## src/rtl/mp_irq_pkg.sv

```systemverilog
`timescale 1ns/1ps
package mp_irq_pkg;
  localparam int NLINE = 16;
  localparam int LVLW  = 4;
  typedef logic [NLINE-1:0] irq_vec_t;
  localparam irq_vec_t LINE_MASK = 16'hFFFE;

  localparam logic [7:0] OFF_CLASS = 8'h00;
  localparam logic [7:0] OFF_PEND  = 8'h04;
  localparam logic [7:0] OFF_CLR   = 8'h0C;
  localparam logic [7:0] OFF_STAT  = 8'h10;
  localparam logic [7:0] OFF_BCAST = 8'h14;
  localparam logic [1:0] WIN_MASK  = 2'b01;
  localparam logic [1:0] WIN_FORCE = 2'b10;
endpackage

```

## src/rtl/mpirq_edge.sv

```systemverilog
`timescale 1ns/1ps
module mpirq_edge #(
  parameter int W = 16
) (
  input  logic         clk,
  input  logic         rst,
  input  logic [W-1:0] lvl_in,
  output logic [W-1:0] rise_o
);
  logic [W-1:0] prev_q;

  always_ff @(posedge clk) begin
    if (rst) prev_q <= '0;
    else     prev_q <= lvl_in;
  end

  assign rise_o = lvl_in & ~prev_q;

  // a line seen rising cannot rise again on the next cycle
  p_rise_once_r4: assert property (@(posedge clk) disable iff (rst)
    (rise_o != '0) |=> ((rise_o & $past(rise_o)) == '0));
endmodule

```

## src/rtl/mpirq_prio.sv

```systemverilog
`timescale 1ns/1ps
module mpirq_prio #(
  parameter int W  = 16,
  parameter int LW = 4
) (
  input  logic          clk,
  input  logic          rst,
  input  logic [W-1:0]  req,
  input  logic [W-1:0]  cls1,
  output logic [LW-1:0] lvl_o
);
  function automatic logic [LW-1:0] top_idx(input logic [W-1:0] v);
    top_idx = '0;
    for (int i = 1; i < W; i++)
      if (v[i]) top_idx = LW'(i);
  endfunction

  logic [LW-1:0] hi1, hi0;
  assign hi1 = top_idx(req & cls1);
  assign hi0 = top_idx(req & ~cls1);

  always_ff @(posedge clk) begin
    if (rst) lvl_o <= '0;
    else     lvl_o <= (hi1 != '0) ? hi1 : hi0;
  end

  logic [W-1:0] sel1_q;
  always_ff @(posedge clk) begin
    if (rst) sel1_q <= '0;
    else     sel1_q <= req & cls1;
  end

  p_idle_zero_r3: assert property (@(posedge clk) disable iff (rst)
    (req == '0) |=> (lvl_o == '0));

  p_cls1_wins_r2: assert property (@(posedge clk) disable iff (rst)
    ((sel1_q & ~W'(1)) != '0) |-> sel1_q[lvl_o]);
endmodule

```

## src/rtl/mpirq_halt.sv

```systemverilog
`timescale 1ns/1ps
module mpirq_halt #(
  parameter int NCPU = 4
) (
  input  logic            clk,
  input  logic            rst,
  input  logic [NCPU-1:0] pdown,
  input  logic            start_we,
  input  logic [NCPU-1:0] start_bits,
  input  logic [NCPU-1:0] busy,
  output logic [NCPU-1:0] halted_o
);
  for (genvar c = 0; c < NCPU; c++) begin : g_cpu
    localparam logic RST_HALT = (c != 0);
    logic go;
    assign go = (start_we && start_bits[c]) || busy[c];

    always_ff @(posedge clk) begin
      if (rst)        halted_o[c] <= RST_HALT;
      else if (go)    halted_o[c] <= 1'b0;
      else if (pdown[c]) halted_o[c] <= 1'b1;
    end

    p_start_runs_r10: assert property (@(posedge clk) disable iff (rst)
      (start_we && start_bits[c]) |=> !halted_o[c]);

    p_pdown_halts_r11: assert property (@(posedge clk) disable iff (rst)
      (pdown[c] && !(start_we && start_bits[c]) && !busy[c]) |=> halted_o[c]);
  end
endmodule

```

## src/rtl/mp_irq_ctrl.sv

```systemverilog
`timescale 1ns/1ps
module mp_irq_ctrl
  import mp_irq_pkg::*;
#(
  parameter int NCPU = 4
) (
  input  logic                 clk,
  input  logic                 rst,
  input  logic                 bus_sel,
  input  logic                 bus_wr,
  input  logic [7:0]           bus_addr,
  input  logic [31:0]          bus_wdata,
  output logic [31:0]          bus_rdata,
  input  logic [15:0]          irq_req,
  input  logic [NCPU-1:0]      ack_valid,
  input  logic [4*NCPU-1:0]    ack_num,
  input  logic [NCPU-1:0]      pdown_req,
  output logic [4*NCPU-1:0]    cpu_level,
  output logic [NCPU-1:0]      cpu_run
);
  localparam logic MULTI = (NCPU > 1);

  irq_vec_t class_q, pend_q, bc_q;
  irq_vec_t mask_q  [NCPU];
  irq_vec_t force_q [NCPU];
  irq_vec_t class_n, pend_n, bc_n;
  irq_vec_t mask_n  [NCPU];
  irq_vec_t force_n [NCPU];

  logic [NLINE-1:0] rise_w;
  logic [NCPU-1:0]  halted, busy;
  logic [1:0]       win;
  logic [3:0]       idx;
  logic             aligned, wr, stat_we;
  irq_vec_t         wdat;
  logic             unused_hi;

  assign win     = bus_addr[7:6];
  assign idx     = bus_addr[5:2];
  assign aligned = (bus_addr[1:0] == 2'b00);
  assign wr      = bus_sel && bus_wr && aligned;
  assign wdat    = bus_wdata[15:0] & LINE_MASK;
  assign stat_we = wr && (bus_addr == OFF_STAT);
  assign unused_hi = ^bus_wdata[31:16];

  mpirq_edge #(.W(NLINE)) u_edge (
    .clk(clk), .rst(rst), .lvl_in(irq_req), .rise_o(rise_w)
  );

  always_comb begin
    class_n = class_q;
    pend_n  = pend_q;
    bc_n    = bc_q;
    for (int c = 0; c < NCPU; c++) begin
      mask_n[c]  = mask_q[c];
      force_n[c] = force_q[c];
    end
    if (wr) begin
      if (bus_addr == OFF_CLASS) class_n = wdat;
      if (bus_addr == OFF_PEND)  pend_n  = wdat;
      if (bus_addr == OFF_CLR)   pend_n  = pend_n & ~wdat;
      if (bus_addr == OFF_BCAST) bc_n    = wdat;
      for (int c = 0; c < NCPU; c++) begin
        if (win == WIN_MASK  && idx == 4'(c)) mask_n[c]  = wdat;
        if (win == WIN_FORCE && idx == 4'(c)) force_n[c] = wdat;
      end
    end
    for (int c = 0; c < NCPU; c++) begin
      if (ack_valid[c]) begin
        if (force_n[c][ack_num[c*4 +: 4]]) force_n[c][ack_num[c*4 +: 4]] = 1'b0;
        else                               pend_n[ack_num[c*4 +: 4]]     = 1'b0;
      end
    end
    for (int n = 1; n < NLINE; n++) begin
      if (rise_w[n]) begin
        if (MULTI && bc_q[n]) begin
          for (int c = 0; c < NCPU; c++) force_n[c][n] = 1'b1;
        end else begin
          pend_n[n] = 1'b1;
        end
      end
    end
  end

  always_ff @(posedge clk) begin
    if (rst) begin
      class_q <= '0;
      pend_q  <= '0;
      bc_q    <= '0;
      for (int c = 0; c < NCPU; c++) begin
        mask_q[c]  <= '0;
        force_q[c] <= '0;
      end
    end else begin
      class_q <= class_n;
      pend_q  <= pend_n;
      bc_q    <= bc_n;
      for (int c = 0; c < NCPU; c++) begin
        mask_q[c]  <= mask_n[c];
        force_q[c] <= force_n[c];
      end
    end
  end

  for (genvar c = 0; c < NCPU; c++) begin : g_cpu
    mpirq_prio #(.W(NLINE), .LW(LVLW)) u_prio (
      .clk(clk), .rst(rst),
      .req((pend_q | force_q[c]) & mask_q[c]),
      .cls1(class_q),
      .lvl_o(cpu_level[c*4 +: 4])
    );
    assign busy[c] = (cpu_level[c*4 +: 4] != 4'd0);
  end

  mpirq_halt #(.NCPU(NCPU)) u_halt (
    .clk(clk), .rst(rst), .pdown(pdown_req), .start_we(stat_we),
    .start_bits(bus_wdata[NCPU-1:0]), .busy(busy), .halted_o(halted)
  );
  assign cpu_run = ~halted;

  logic [31:0] rd_mux, stat_w;
  assign stat_w = {4'(NCPU-1), MULTI, 7'd0, 4'd0, {(16-NCPU){1'b0}}, halted};

  always_comb begin
    rd_mux = '0;
    if (bus_addr == OFF_CLASS)      rd_mux = {16'h0, class_q};
    else if (bus_addr == OFF_PEND)  rd_mux = {16'h0, pend_q};
    else if (bus_addr == OFF_STAT)  rd_mux = stat_w;
    else if (bus_addr == OFF_BCAST) rd_mux = {16'h0, bc_q};
    for (int c = 0; c < NCPU; c++) begin
      if (aligned && win == WIN_MASK  && idx == 4'(c)) rd_mux = {16'h0, mask_q[c]};
      if (aligned && win == WIN_FORCE && idx == 4'(c)) rd_mux = {16'h0, force_q[c]};
    end
  end

  always_ff @(posedge clk) begin
    if (rst) bus_rdata <= '0;
    else     bus_rdata <= rd_mux;
  end

  p_class_bit0_r8: assert property (@(posedge clk) disable iff (rst)
    (wr && bus_addr == OFF_CLASS) |=> !class_q[0]);

  for (genvar n = 1; n < NLINE; n++) begin : g_chk
    p_rise_sets_r7: assert property (@(posedge clk) disable iff (rst)
      (rise_w[n] && !(MULTI && bc_q[n])) |=> pend_q[n]);
    p_bcast_force_r5: assert property (@(posedge clk) disable iff (rst)
      (rise_w[n] && MULTI && bc_q[n]) |=> force_q[0][n]);
  end
endmodule

```

## config.mk

```make
export PLATFORM = sky130hd
export DESIGN_NAME = mp_irq_ctrl
export DESIGN_NICKNAME = d
export VERILOG_FILES = /design/src/rtl/mp_irq_pkg.sv /design/src/rtl/mpirq_edge.sv /design/src/rtl/mpirq_prio.sv /design/src/rtl/mpirq_halt.sv /design/src/rtl/mp_irq_ctrl.sv
export SDC_FILE = /design/constraint.sdc
export NUM_CORES = 1
export LEC_CHECK = 0
export BUFFER_PORTS_ARGS = -buffer_cell sky130_fd_sc_hd__buf_2
export CAP_MARGIN = 20
export CORE_MARGIN = 1
export CORE_UTILIZATION = 25
export CTS_CLUSTER_DIAMETER = 60
export DETAILED_ROUTE_END_ITERATION = 12
export GPL_TIMING_DRIVEN = 0
export HOLD_SLACK_MARGIN = 0.02
export PLACE_DENSITY_LB_ADDON = 0.1
export SYNTH_ARGS = -nofsm -noshare
export SYNTH_HDL_FRONTEND = slang
export SYNTH_SLANG_ARGS = --single-unit
export TNS_END_PERCENT = 30
```

## constraint.sdc

```tcl
create_clock -name clk -period 7.4 [get_ports clk]
set_input_delay 0.37 -clock clk [delete_from_list [all_inputs] [get_ports clk]]
set_output_delay 0.37 -clock clk [all_outputs]
set_load 0.1 [all_outputs]
```

==> run metrics <==
status=finished, final reports clean; post-synthesis cell area=around 14,000 um^2; Routed Antenna Nets=0; vias per inst=5.89; WP data required=7.88 ns; Syn Inst Count=1,838; async set or reset register ratio after synthesis=0; synthesis-to-finish area growth=20.1%; Worst Max-Slew Pin Slew=1.17 ns; Peak supply drop=0.127 mV; RR Startpoint=force_q[0][4]; CP arrival=4.16 ns; iteration-0 DRC count of the detailed router=about 2.0k; final setup fails=0; Initial Util=0.253; Final Max Slew Viols=0; DRC violations left=0; fraction of layout cells with a size suffix above 1=0.132; Final Hold Violating Endpoints=0; 1st-pass router iterations=9; antenna cells=0; CTS max path bufs=3; Clk Latency, worst-skew pair=around 0.57 ns; buffer count from post-CTS setup fixing=0; final worst slack=3.73 ns; path depth of the worst reg2reg path=7; Final #Nets=2,075; Worst Hold Slack=0.0437 ns; GRT Overall Usage=0.303; Avg Cell Area, Syn=7.59 um^2; Psw=0.000993 W; Peak Freq=approximately 270 MHz; clock-pin slew on the worst setup and hold paths=around 0.05 ns; Die Y=between 200 and 250 um; critical-path maximum fanout=10; estimated wirelength of the detail-placed design=70,000 um; CP endpoint kind=flop; antenna violations before repair=1; register area share after synthesis=0.319; CTS Hold Bufs=1; setup_tns=0 ns; type of the worst setup path=input port to flop; #FFs+latches synth=between 200 and 250; Finished Layout Cells=2,768; commonest non-fill, non-tap cell in the layout=nor2_1; final wirelength=approximately 90,000 um; Hold Crit Class=input port to flop; TritonCTS clock tree=done; placed cells=2,696; Slew HR=0.201; Reg-to-Reg End=force_q[0][11]; EDFF count, synth=0; total grt overflow=0; Fin Clk Skew=approximately 0.023 ns; post-CTS sizing=0; row cnt=86; sequential share of power=0.363; Main synth FF type=dfxtp_1; most frequent cells in the layout=nor2_1 (240), dfxtp_1 (222), nand2_1 (194), a21oi_1 (155), clkbuf_1 (119); Ports=roughly 140; Tcrit/Tclk final=0.496; flop2flop setup slack=4.54 ns; number of global-route vias before repair=15.1k; clock root buffer=clkbuf_16; first-pass GRT wire length=about 120,000 um; GPL Wtd Cong=0.994; Yosys cell types=87; Worst Setup Slack post-DPL=3.26 ns; Vias=16.3k; leak pwr=6.36 nW; minimum clock period=3.67 ns; Avg WL per Cell=between 30 and 40 um; Hold Path End=u_halt.halted_o[2]; Logic pwr share=0.103; DIE WIDTH=238 um; RSZ-0062 raised after global routing=false; fill count=~6k; synth warn=0; Sw Share=0.293; PD cells=202 nW/um^2; Startpoint Class=input port; maxcap violations=0; Clk pwr share=0.534; P_int=roughly 0.0024 W; Core ar.=55,100 um^2; full die area=56,700 um^2; hold path startpoint=pdown_req[2]; clock sink count=approximately 220; WHS Path Cells=3; pin count of the biggest net entering global routing=12; H-Tree Level Count=2; port buffer count=94; CTS Buf Count=37
-- cell families (layout without fill, tap and decap cells) --
group | count (synthesis) | count (layout) | synth area share
simple gates | 691 | 691 | 0.237
compound gates | 646 | 646 | 0.312
other cells | 1 | 13 | 0.000269
mux | 98 | 98 | 0.0761
flops | 222 | 222 | 0.319
buf+inv | 180 | 350 | 0.0554
-- per-stage QoR --
step | power (W) | instance area [um^2] | util
2_1_floorplan | 0.00143 | 14000 | -
3_3_place_gp | 0.00159 | 15400 | 0.280
3_5_place_dp | 0.00159 | 15500 | 0.281
4_1_cts | 0.00339 | 16700 | 0.303
5_1_grt | 0.00347 | 16800 | 0.304
6_report | 0.00338 | 16800 | 0.304
-- flip-flops by register name (all words and copies together) (netlist names) --
register            cells
bus_rdata              17
g_cpu.u_prio.lvl_o     16
u_halt.halted_o         4
bc_q                   15
force_q                64
class_q                15
pend_q                 16
mask_q                 60
u_edge.prev_q          15
-- power by group through the flow --
stage	combinational (W)	sequential, W	clock (W)
2_1_floorplan	0.000180	0.00125	0
3_3_place_gp	0.000333	0.00125	0
3_5_place_dp	0.000335	0.00125	0
4_1_cts	0.000336	0.00123	0.00183
5_1_grt	0.000357	0.00123	0.00188
6_report	0.000348	0.00123	0.00181
-- synthesized netlist by cell type (9+ instances only) --
library cell    n  share of area
buf_2           9         0.0032
o2bb2ai_1      23          0.014
a2111oi_0       9         0.0057
dfxtp_1       222           0.32
inv_1          30         0.0081
a22oi_1        30          0.016
nor2_1        240          0.065
a211oi_1       16         0.0086
buf_1           9         0.0024
clkbuf_1      112          0.030
nor4_1         12         0.0054
nor3_1         45          0.016
o21ai_1        19         0.0068
nand3_1        38          0.014
o22ai_1        32          0.014
o221ai_1       12         0.0075
nand2b_1       14         0.0063
nand4_1        16         0.0072
o21ai_0       114          0.041
nand3b_1       18         0.0097
or2_2          17         0.0076
a21oi_1       155          0.056
o211a_1        10         0.0072
a31oi_1        22         0.0099
o21a_1         10         0.0054
buf_4          17         0.0091
o31ai_1        26          0.014
a222oi_1       15          0.011
mux2_2         24          0.019
nand2_1       194          0.052
a221oi_1       17          0.011
and3_1         10         0.0045
nor2b_1        29          0.013
o32ai_1        14         0.0088
and2_1         13         0.0058
mux2i_1        70          0.050
o211ai_1       43          0.023
-- critical path, cell delays in order --
cell	delay, ns
buf_2	0.13
or4_1	0.53
clkbuf_1	0.33
nor3_1	0.90
buf_2	0.43
nor2_1	0.06
a2111oi_0	0.99
nand3_1	0.20
o2bb2ai_1	0.19
-- layout make-up --
| cell class | instances | area, um^2 | share of cell area |
|---|---|---|---|
| Buffer | 150 | 661 | 0.0394 |
| Timing Repair Buffer | 102 | 573 | 0.0342 |
| Clock buffer | 52 | 1080 | 0.0648 |
| Tap cell | 748 | 936 | 0.0559 |
| Clock inverter | 16 | 163 | 0.00971 |
| Sequential cell | 222 | 4440 | 0.265 |
| Multi-Input combinational cell | 1448 | 8780 | 0.524 |
| Inverter | 30 | 113 | 0.00672 |
-- layer usage --
metal | vias up | global-route usage | share of wire
li1 | 7176 | - | -
met1 | 8067 | 0.396 | 0.42
met2 | 887 | 0.497 | 0.46
met3 | 165 | 0.0442 | 0.077
met4 | 0 | 0.125 | 0.041
met5 | - | 0 | 0
-- worst max-delay path by stage --
| stage | startpoint | endpoint | slack, ns | cells after the start |
|---|---|---|---|---|
| detailed placement | bus_addr[2] | pend_q[2] | 3.26 | 9 |
| global route | bus_addr[2] | force_q[0][8] | 3.68 | 9 |
| CTS | bus_addr[2] | pend_q[2] | 3.84 | 9 |
| floorplan | bus_addr[3] | pend_q[4] | 4.75 | 10 |
| finish | bus_addr[6] | pend_q[5] | 3.73 | 9 |
| global placement | bus_addr[6] | bus_rdata[1] | 3.06 | 9 |
No activity file was read; power rests on OpenSTA's default activity.
